## config.mk

```make
export PLATFORM = sky130hd
export DESIGN_NAME = zxd_top
export DESIGN_NICKNAME = d
export VERILOG_FILES = /design/src/rtl/zxd_pkg.sv /design/src/rtl/zxd_sync.sv /design/src/rtl/zxd_edge.sv /design/src/rtl/zxd_phase.sv /design/src/rtl/zxd_top.sv
export SDC_FILE = /design/constraint.sdc
export NUM_CORES = 1
export LEC_CHECK = 0
export BUFFER_PORTS_ARGS = -buffer_cell sky130_fd_sc_hd__buf_2
export CORE_UTILIZATION = 45
export CTS_CLUSTER_DIAMETER = 60
export DETAILED_ROUTE_END_ITERATION = 8
export GPL_TIMING_DRIVEN = 0
export MAX_ROUTING_LAYER = met4
export PLACE_DENSITY = 0.68
export SYNTH_ARGS = -nofsm -noshare
export SYNTH_HDL_FRONTEND = slang
export SYNTH_SLANG_ARGS = --single-unit
```

## constraint.sdc

```tcl
create_clock -name clk -period 2.57 [get_ports clk]
set_input_delay 0.514 -clock clk [delete_from_list [all_inputs] [get_ports clk]]
set_output_delay 0.514 -clock clk [all_outputs]
set_load 0.03 [all_outputs]
```

## src/rtl/zxd_pkg.sv

```systemverilog
// Package: shared types for the zero-crossing direction detector.
// Assumes nothing beyond a synchronous design context.
package zxd_pkg;

    // Recorded direction of the last accepted crossing of one phase.
    typedef enum logic [1:0] {
        ZX_IDLE = 2'b00,   // nothing accepted since reset
        ZX_HIGH = 2'b01,   // last accepted crossing went upward
        ZX_LOW  = 2'b10    // last accepted crossing went downward
    } zx_level_e;

    // Index of each comparator direction inside a per-phase pair.
    localparam int unsigned DIR_UP = 0;
    localparam int unsigned DIR_DN = 1;
    localparam int unsigned N_DIRS = 2;

endpackage

```

## src/rtl/zxd_sync.sv

```systemverilog
// Module: zxd_sync
// Brings one asynchronous comparator level into the clk domain through a
// chain of STAGES flops. Assumes STAGES >= 2 and a free-running clk; the
// output is delayed by STAGES clock edges.
module zxd_sync #(
    parameter int unsigned STAGES = 2
) (
    input  logic clk,
    input  logic rst_n,
    input  logic d,
    output logic q
);

    logic [STAGES-1:0] chain;

    // Shift the sampled level through the chain; clear on reset.
    always_ff @(posedge clk) begin
        if (!rst_n) begin
            chain <= '0;
        end else begin
            chain <= {chain[STAGES-2:0], d};
        end
    end

    assign q = chain[STAGES-1];

endmodule

```

## src/rtl/zxd_edge.sv

```systemverilog
// Module: zxd_edge
// Flags the cycle in which a synchronised level goes from 0 to 1.
// Assumes the input is already in the clk domain. Falling edges are not
// reported.
module zxd_edge (
    input  logic clk,
    input  logic rst_n,
    input  logic lvl,
    output logic rise
);

    logic prev;

    // Remember the level of the previous cycle.
    always_ff @(posedge clk) begin
        if (!rst_n) begin
            prev <= 1'b0;
        end else begin
            prev <= lvl;
        end
    end

    assign rise = lvl & ~prev;

endmodule

```

## src/rtl/zxd_phase.sv

```systemverilog
// Module: zxd_phase
// One phase of the detector. It synchronises both comparator signals,
// detects their rising edges and keeps the recorded direction. A single
// down-counter holds off the direction opposite to the last accepted one.
// Assumes HOLD_TICKS >= 4, so that the hold-off is longer than the
// synchroniser latency.
module zxd_phase
    import zxd_pkg::*;
#(
    parameter int unsigned HOLD_TICKS  = 17000,
    parameter int unsigned SYNC_STAGES = 2
) (
    input  logic clk,
    input  logic rst_n,
    input  logic cmp_up,
    input  logic cmp_dn,
    output logic square,
    output logic strobe
);

    localparam int unsigned CW = $clog2(HOLD_TICKS + 1);
    localparam logic [CW-1:0] HOLD_LOAD = CW'(HOLD_TICKS);

    logic [N_DIRS-1:0] raw;
    logic [N_DIRS-1:0] synced;
    logic [N_DIRS-1:0] rise;

    zx_level_e     level;
    logic [CW-1:0] hold_cnt;
    logic          hold_idle;
    logic          take_up;
    logic          take_dn;

    assign raw[DIR_UP] = cmp_up;
    assign raw[DIR_DN] = cmp_dn;

    // One synchroniser and edge detector per comparator direction.
    for (genvar d = 0; d < N_DIRS; d++) begin : g_dir
        zxd_sync #(.STAGES(SYNC_STAGES)) u_sync (
            .clk   (clk),
            .rst_n (rst_n),
            .d     (raw[d]),
            .q     (synced[d])
        );
        zxd_edge u_edge (
            .clk   (clk),
            .rst_n (rst_n),
            .lvl   (synced[d]),
            .rise  (rise[d])
        );
    end

    // Decide whether an edge is accepted; upward wins a tie.
    always_comb begin
        hold_idle = (hold_cnt == '0);
        take_up   = rise[DIR_UP] && (level != ZX_HIGH) && hold_idle;
        take_dn   = rise[DIR_DN] && (level != ZX_LOW)  && hold_idle && !take_up;
    end

    // Record the direction and pulse the strobe on acceptance.
    always_ff @(posedge clk) begin
        if (!rst_n) begin
            level  <= ZX_IDLE;
            strobe <= 1'b0;
        end else begin
            strobe <= take_up | take_dn;
            if (take_up) begin
                level <= ZX_HIGH;
            end else if (take_dn) begin
                level <= ZX_LOW;
            end
        end
    end

    // Load the hold-off on acceptance and count it down to zero.
    always_ff @(posedge clk) begin
        if (!rst_n) begin
            hold_cnt <= '0;
        end else if (take_up || take_dn) begin
            hold_cnt <= HOLD_LOAD;
        end else if (!hold_idle) begin
            hold_cnt <= hold_cnt - 1'b1;
        end
    end

    assign square = (level == ZX_HIGH);

    // a strobe never lasts two cycles.
    p_strobe_single_r3: assert property (@(posedge clk) disable iff (!rst_n)
        strobe |=> !strobe)
        else $error("strobe held longer than one cycle");

    // the square output only moves together with a strobe.
    p_square_needs_strobe_r3: assert property (@(posedge clk) disable iff (!rst_n)
        (square != $past(square)) |-> strobe)
        else $error("square changed without strobe");

    // while the hold-off runs, nothing is accepted.
    p_hold_freezes_r4: assert property (@(posedge clk) disable iff (!rst_n)
        (hold_cnt != '0) |=> ($stable(square) && !strobe))
        else $error("crossing accepted inside hold-off");

    // every strobe is preceded by a detected comparator edge.
    p_strobe_has_edge_r2: assert property (@(posedge clk) disable iff (!rst_n)
        strobe |-> $past(rise[DIR_UP] | rise[DIR_DN]))
        else $error("strobe without a comparator edge");

    // a repeated upward edge while high is ignored.
    p_repeat_ignored_r6: assert property (@(posedge clk) disable iff (!rst_n)
        (rise[DIR_UP] && !rise[DIR_DN] && square) |=> !strobe)
        else $error("repeated upward edge accepted");

endmodule

```

## src/rtl/zxd_top.sv

```systemverilog
// Module: zxd_top
// Zero-crossing direction detector for PHASES independent AC phases. Each
// phase turns two asynchronous comparator signals into a square wave and
// an acceptance strobe, with a hold-off of HOLD_TICKS clocks against the
// opposite direction. Assumes a synchronous active-low reset held for at
// least SYNC_STAGES cycles.
module zxd_top #(
    parameter int unsigned PHASES      = 3,
    parameter int unsigned HOLD_TICKS  = 17000,
    parameter int unsigned SYNC_STAGES = 2
) (
    input  logic              clk,
    input  logic              rst_n,
    input  logic [PHASES-1:0] cmp_up,
    input  logic [PHASES-1:0] cmp_dn,
    output logic [PHASES-1:0] square,
    output logic [PHASES-1:0] strobe
);

    // One independent detector per phase.
    for (genvar p = 0; p < PHASES; p++) begin : g_phase
        zxd_phase #(
            .HOLD_TICKS  (HOLD_TICKS),
            .SYNC_STAGES (SYNC_STAGES)
        ) u_phase (
            .clk    (clk),
            .rst_n  (rst_n),
            .cmp_up (cmp_up[p]),
            .cmp_dn (cmp_dn[p]),
            .square (square[p]),
            .strobe (strobe[p])
        );
    end

endmodule

```

## After elaboration in Yosys (flattened, before gate mapping)

Index checks and enable logic that the tools add are counted.

- Muxes and demuxes: 12
- Eq/ne operators: 12
- Bitwise gates (word level): 16
- Reduce and logical (&&, ||, !) cells: 33
- $add $sub $neg: 3

Operator list:

| operator | number |
|---|---|
| 15-bit two-way mux | 6 |
| 15-bit logical NOT | 3 |
| 15-bit by 1-bit subtractor with 15-bit output (second input constant) | 3 |
| 1-bit logical AND | 15 |
| 2-bit != test (second input constant) | 6 |
| 2-bit OR reduction | 6 |
| 1-bit inverter | 7 |
| 1-bit AND | 6 |
| 2-bit by 1-bit == test with 1-bit output (second input constant) | 3 |
| 1-bit two-way mux | 6 |
| 2-bit by 1-bit != test with 1-bit output (second input constant) | 3 |
| 2-bit nonzero test | 3 |
| 1-bit logical NOT | 3 |
| 1-bit logical OR | 3 |
| 1-bit OR | 3 |

- Register bits: 72
- Bits of input ports: 8
- Output and inout port bits: 6
- Word-level logic and storage cells: 103

## Longest topological paths before layout

- Depth after elaboration: 8
- Gate-level depth with buffers: 8
- Depth with buffers taken out: 7

## Cells and area by module

Synthesis repeated with hierarchy kept, for this count alone.

- Cell total of the unflattened synthesis: 360
- Area total of the unflattened synthesis: 3314.4 um^2

Modules (own cells, without submodules):

| module | area an instance (um^2) | seq. area each (um^2) | instances | cells each |
|---|---|---|---|---|
| zxd_phase | 919.6 | 360.3 | 3 | 106 |
| zxd_sync | 52.6 | 40.0 | 6 | 4 |
| zxd_edge | 40.0 | 20.0 | 6 | 3 |

## Worst setup path after synthesis

Ideal clock, no wire load.

- Path kind: flip-flop to flip-flop
- Start point: register g_phase[1].u_phase.hold_cnt[0]
- End point: register g_phase[1].u_phase.hold_cnt[8]
- Clock period less this slack: 1.845 ns
- Library setup time: 0.137 ns
- Path buffers: 1
- Setup slack: 0.725 ns
- Stages on the path, launching flop included: 9
- Data required time: 2.433 ns
- Arrival time: 1.708 ns
- Cell sequence: dfxtp_1 -> inv_1 -> ha_1 -> nor3b_1 -> nand4_1 -> clkbuf_1 -> nand4b_1 -> xor2_1 -> nor2_1

- Longest elaborated chain between the ends: 6
- Elaborated cells between the ends (all ways): 8
- Those cells by class: add/sub: 1; reduce/logical: 7

Ends and longest elaborated chain:

| element | line | text |
|---|---|---|
| from (decl) | zxd_phase.sv:29 | `logic [CW-1:0] hold_cnt;` |
| from (signal assigned) | zxd_phase.sv:82 | `hold_cnt <= hold_cnt - 1'b1;` |
| branches (longest 6 deep; another with 15-bit by 1-bit subtractor with 15-bit output) | -- |  |

Several ways; the timed one is not identified.
A chain may end at the register's enable or synchronous reset.

## Worst setup path in the final report

Ends and elaborated chain as after synthesis.

==> run metrics <==
vias in the first global route ~2,200; Synth Area in XOR/XNOR 6.62%; area fraction in compound gates after synthesis 11.0%; power density over the cells ~1200 nW/µm²; CP Launch Type register; WL final 5.72 mm; Yosys reg bits 72; Post-synth top cells dfxtp_1, nor2_1, nand2_1, and2_1, a21oi_1; Post-CTS Hold Buffers 0; min Tclk post-route 2290 ps; post-synth top area share 45.4%; Wirelength per Cell 12.0 µm; Post-synth EDFFs 0; adder-cell share of the synthesized area 1.58%; Crit Path Max Fanout 10; Reg clk slew, reported paths roughly 80 ps; synth top area cells dfxtp_1, nor2_1, xnor2_1; post-synthesis cell type count 51; Die H between 80 and 90 µm; DP HPWL 4.06 mm; first-pass GRT wire length 9.95 mm; Slew HR a little over half; initial antenna violation count 0; TritonCTS clock tree built; hold slack 368 ps; sequential cell area 1440 µm²; NumNets Final 386; Metal-1 WL between 2 and 3 mm; Worst Setup End Kind register; io pins 14; worst IR drop on VDD 0.000632 V; asr flop ratio synth 0%; 1st-iter DRT viols roughly 100; fmax 436 MHz; postcts setup bufs 0; Die ar. between 7000 and 8000 µm²; Post-Synthesis Net Count 363; Sink Count 72; IO buf count 12; Clock Latency Late Sink 340 ps; total track usage between 10% and 20%; Final Util 52.6%; Tightest Pin Transition ~710 ps; syn avg cell area 9.05 µm²; Post-synth top flop dfxtp_1; Post-Synth Simple-Gate Area 31.2%; mux contribution to synthesized area less than 1%; Slew Viols, Final 0; Lkg Pwr 1.43 nW; data arrival time of the worst path 2510 ps; Remaining Overflow, GRT 0; starting density of the core 46.8%; metal3 WL 149 µm; final number of hold-violating endpoints 0; layout cells sized above 1 13.2%; post-route ant nets 0; Layout fillers 628; max-cap viol count 0; TNS Setup 0 ps; Mapped Cells 351; met2 wire length approximately 2.6 mm; Die X 86.0 µm; depth of the CTS H-tree 3; routability cong. 0.808; CTS Buf Count 9; Pre-antenna DRT Iters 4; Resized cells post-CTS 0; Core Region 6790 µm²; Min-Delay Path Class in2reg; largest net degree at the start of global routing 14; Synth warnings 0; clock root cell clkbuf_8; Required @ worst endpoint 2780 ps; start-to-end type of the worst setup path reg2reg; Final period util between 80% and 90%; status finished clean; standard-cell rows 30; Setup-failing EPs final 0; RSZ-0062 raised after global routing no; Max Used Layer met4; ant diodes 0; area leader, netlist dfxtp_1; Area Overhead vs Synth 12.6%; multi-input logic area 1620 µm²; CTS Buffer Depth 2; final clock skew 8.91 ps; top-count cell post-synth dfxtp_1; vias per cell 5.15; largest family of logic cells by synthesized area simple AND/OR/NAND/NOR gates; number of remaining DRC errors 0; post-synthesis sequential area ratio a little under half; Netlist Area Pre-Place 3180 µm²; vias 2,448
[worst paths after layout]
path / startpoint / endpoint / slack [ps] / cells past startpoint
worst min-delay path: cmp_dn[2] / g_phase[2].u_phase.g_dir[1].u_sync.chain[0] / 370 / 2
worst max-delay path: g_phase[1].u_phase.hold_cnt[0] / g_phase[1].u_phase.hold_cnt[8] / 280 / 8
worst max register to register: g_phase[1].u_phase.hold_cnt[0] / g_phase[1].u_phase.hold_cnt[8] / 280 / 8
worst min register to register: g_phase[1].u_phase.g_dir[0].u_sync.chain[0] / g_phase[1].u_phase.g_dir[0].u_sync.chain[1] / 440 / 1
[power breakdown]
part | total, mW | switching, mW | internal (mW)
sequential | 1.63 | 0.266 | 1.37
clock | 0.983 | 0.430 | 0.554
combinational | 1.79 | 0.976 | 0.818
total | 4.41 | 1.67 | 2.74
[through the flow]
| step | std cells | total power [mW] | worst slack, ps | instance area, µm² |
|---|---|---|---|---|
| finish | 475 | 4.41 | 276 | 3580 |
| global route | 475 | 4.78 | 45.8 | 3580 |
| CTS | 475 | 4.44 | 293 | 3580 |
| detailed placement | 459 | 3.45 | 305 | 3360 |
| global placement | 459 | 3.39 | 341 | 3360 |
| floorplan | 351 | 3.11 | 725 | 3180 |
[critical path, cell delays in order, from the launching register on]
cell and delay (ps):
dfxtp_1 350, inv_1 70, ha_1 200, nor3b_1 510
nand4_1 330, clkbuf_1 310, nand4b_1 180, xor2_1 160
nor2_1 50
[area by class of cell]
type	count	share of cell area [%]
multi-input cells	255	45.3
flip-flops and latches	72	40.3
clock buffers	10	3.57
well taps	96	3.36
clock inverters	6	2.55
plain buffers	15	2.24
repair buffers	12	1.68
inverters	9	0.945
[sequential cells by signal, indices dropped and copies added, names as in the netlist]
register / count
g_phase.u_phase.g_dir.u_edge.prev: 6
g_phase.u_phase.g_dir.u_sync.chain: 12
g_phase.u_phase.strobe: 3
g_phase.u_phase.hold_cnt: 45
g_phase.u_phase.level: 6
[per-layer routing]
layer | track usage [%] | up-vias
li1 | - | 1272
met1 | 21.9 | 1145
met2 | 27.4 | 24
met3 | 4.62 | 7
met4 | 6.82 | 0
met5 | - | -
[cell families (layout without fill, tap and decap cells)]
| logic type | Yosys count | after routing |
|---|---|---|
| and+or+nand+nor | 173 | 173 |
| DFF | 72 | 72 |
| AOI/OAI and AO/OA | 52 | 52 |
| adders and majority gates | 4 | 4 |
| muxes | 2 | 2 |
| xor gates and xnor gates | 24 | 24 |
| buffers and inverters | 24 | 52 |
[cells in the final DEF, fill, tap and decap left out, drive strengths merged, types with 2 or more instances in the layout]
master,n
nand3,8
nand2b,7
nand2,27
o211ai,2
a211oi,3
nor3b,3
nand4b,4
a21oi,15
o31a,2
buf,19
inv,11
and2,18
or4,4
o211a,3
bufinv,2
o21a,8
nor3,13
clkinv,2
xnor2,13
nor4,13
nand3b,2
ha,4
xor2,11
a31oi,3
nor2b,8
o21ai,10
nor2,46
nor4b,3
dfxtp,72
o31ai,3
or3,9
clkbuf,18
nand4,5
Power figures use the tool's default switching activity.
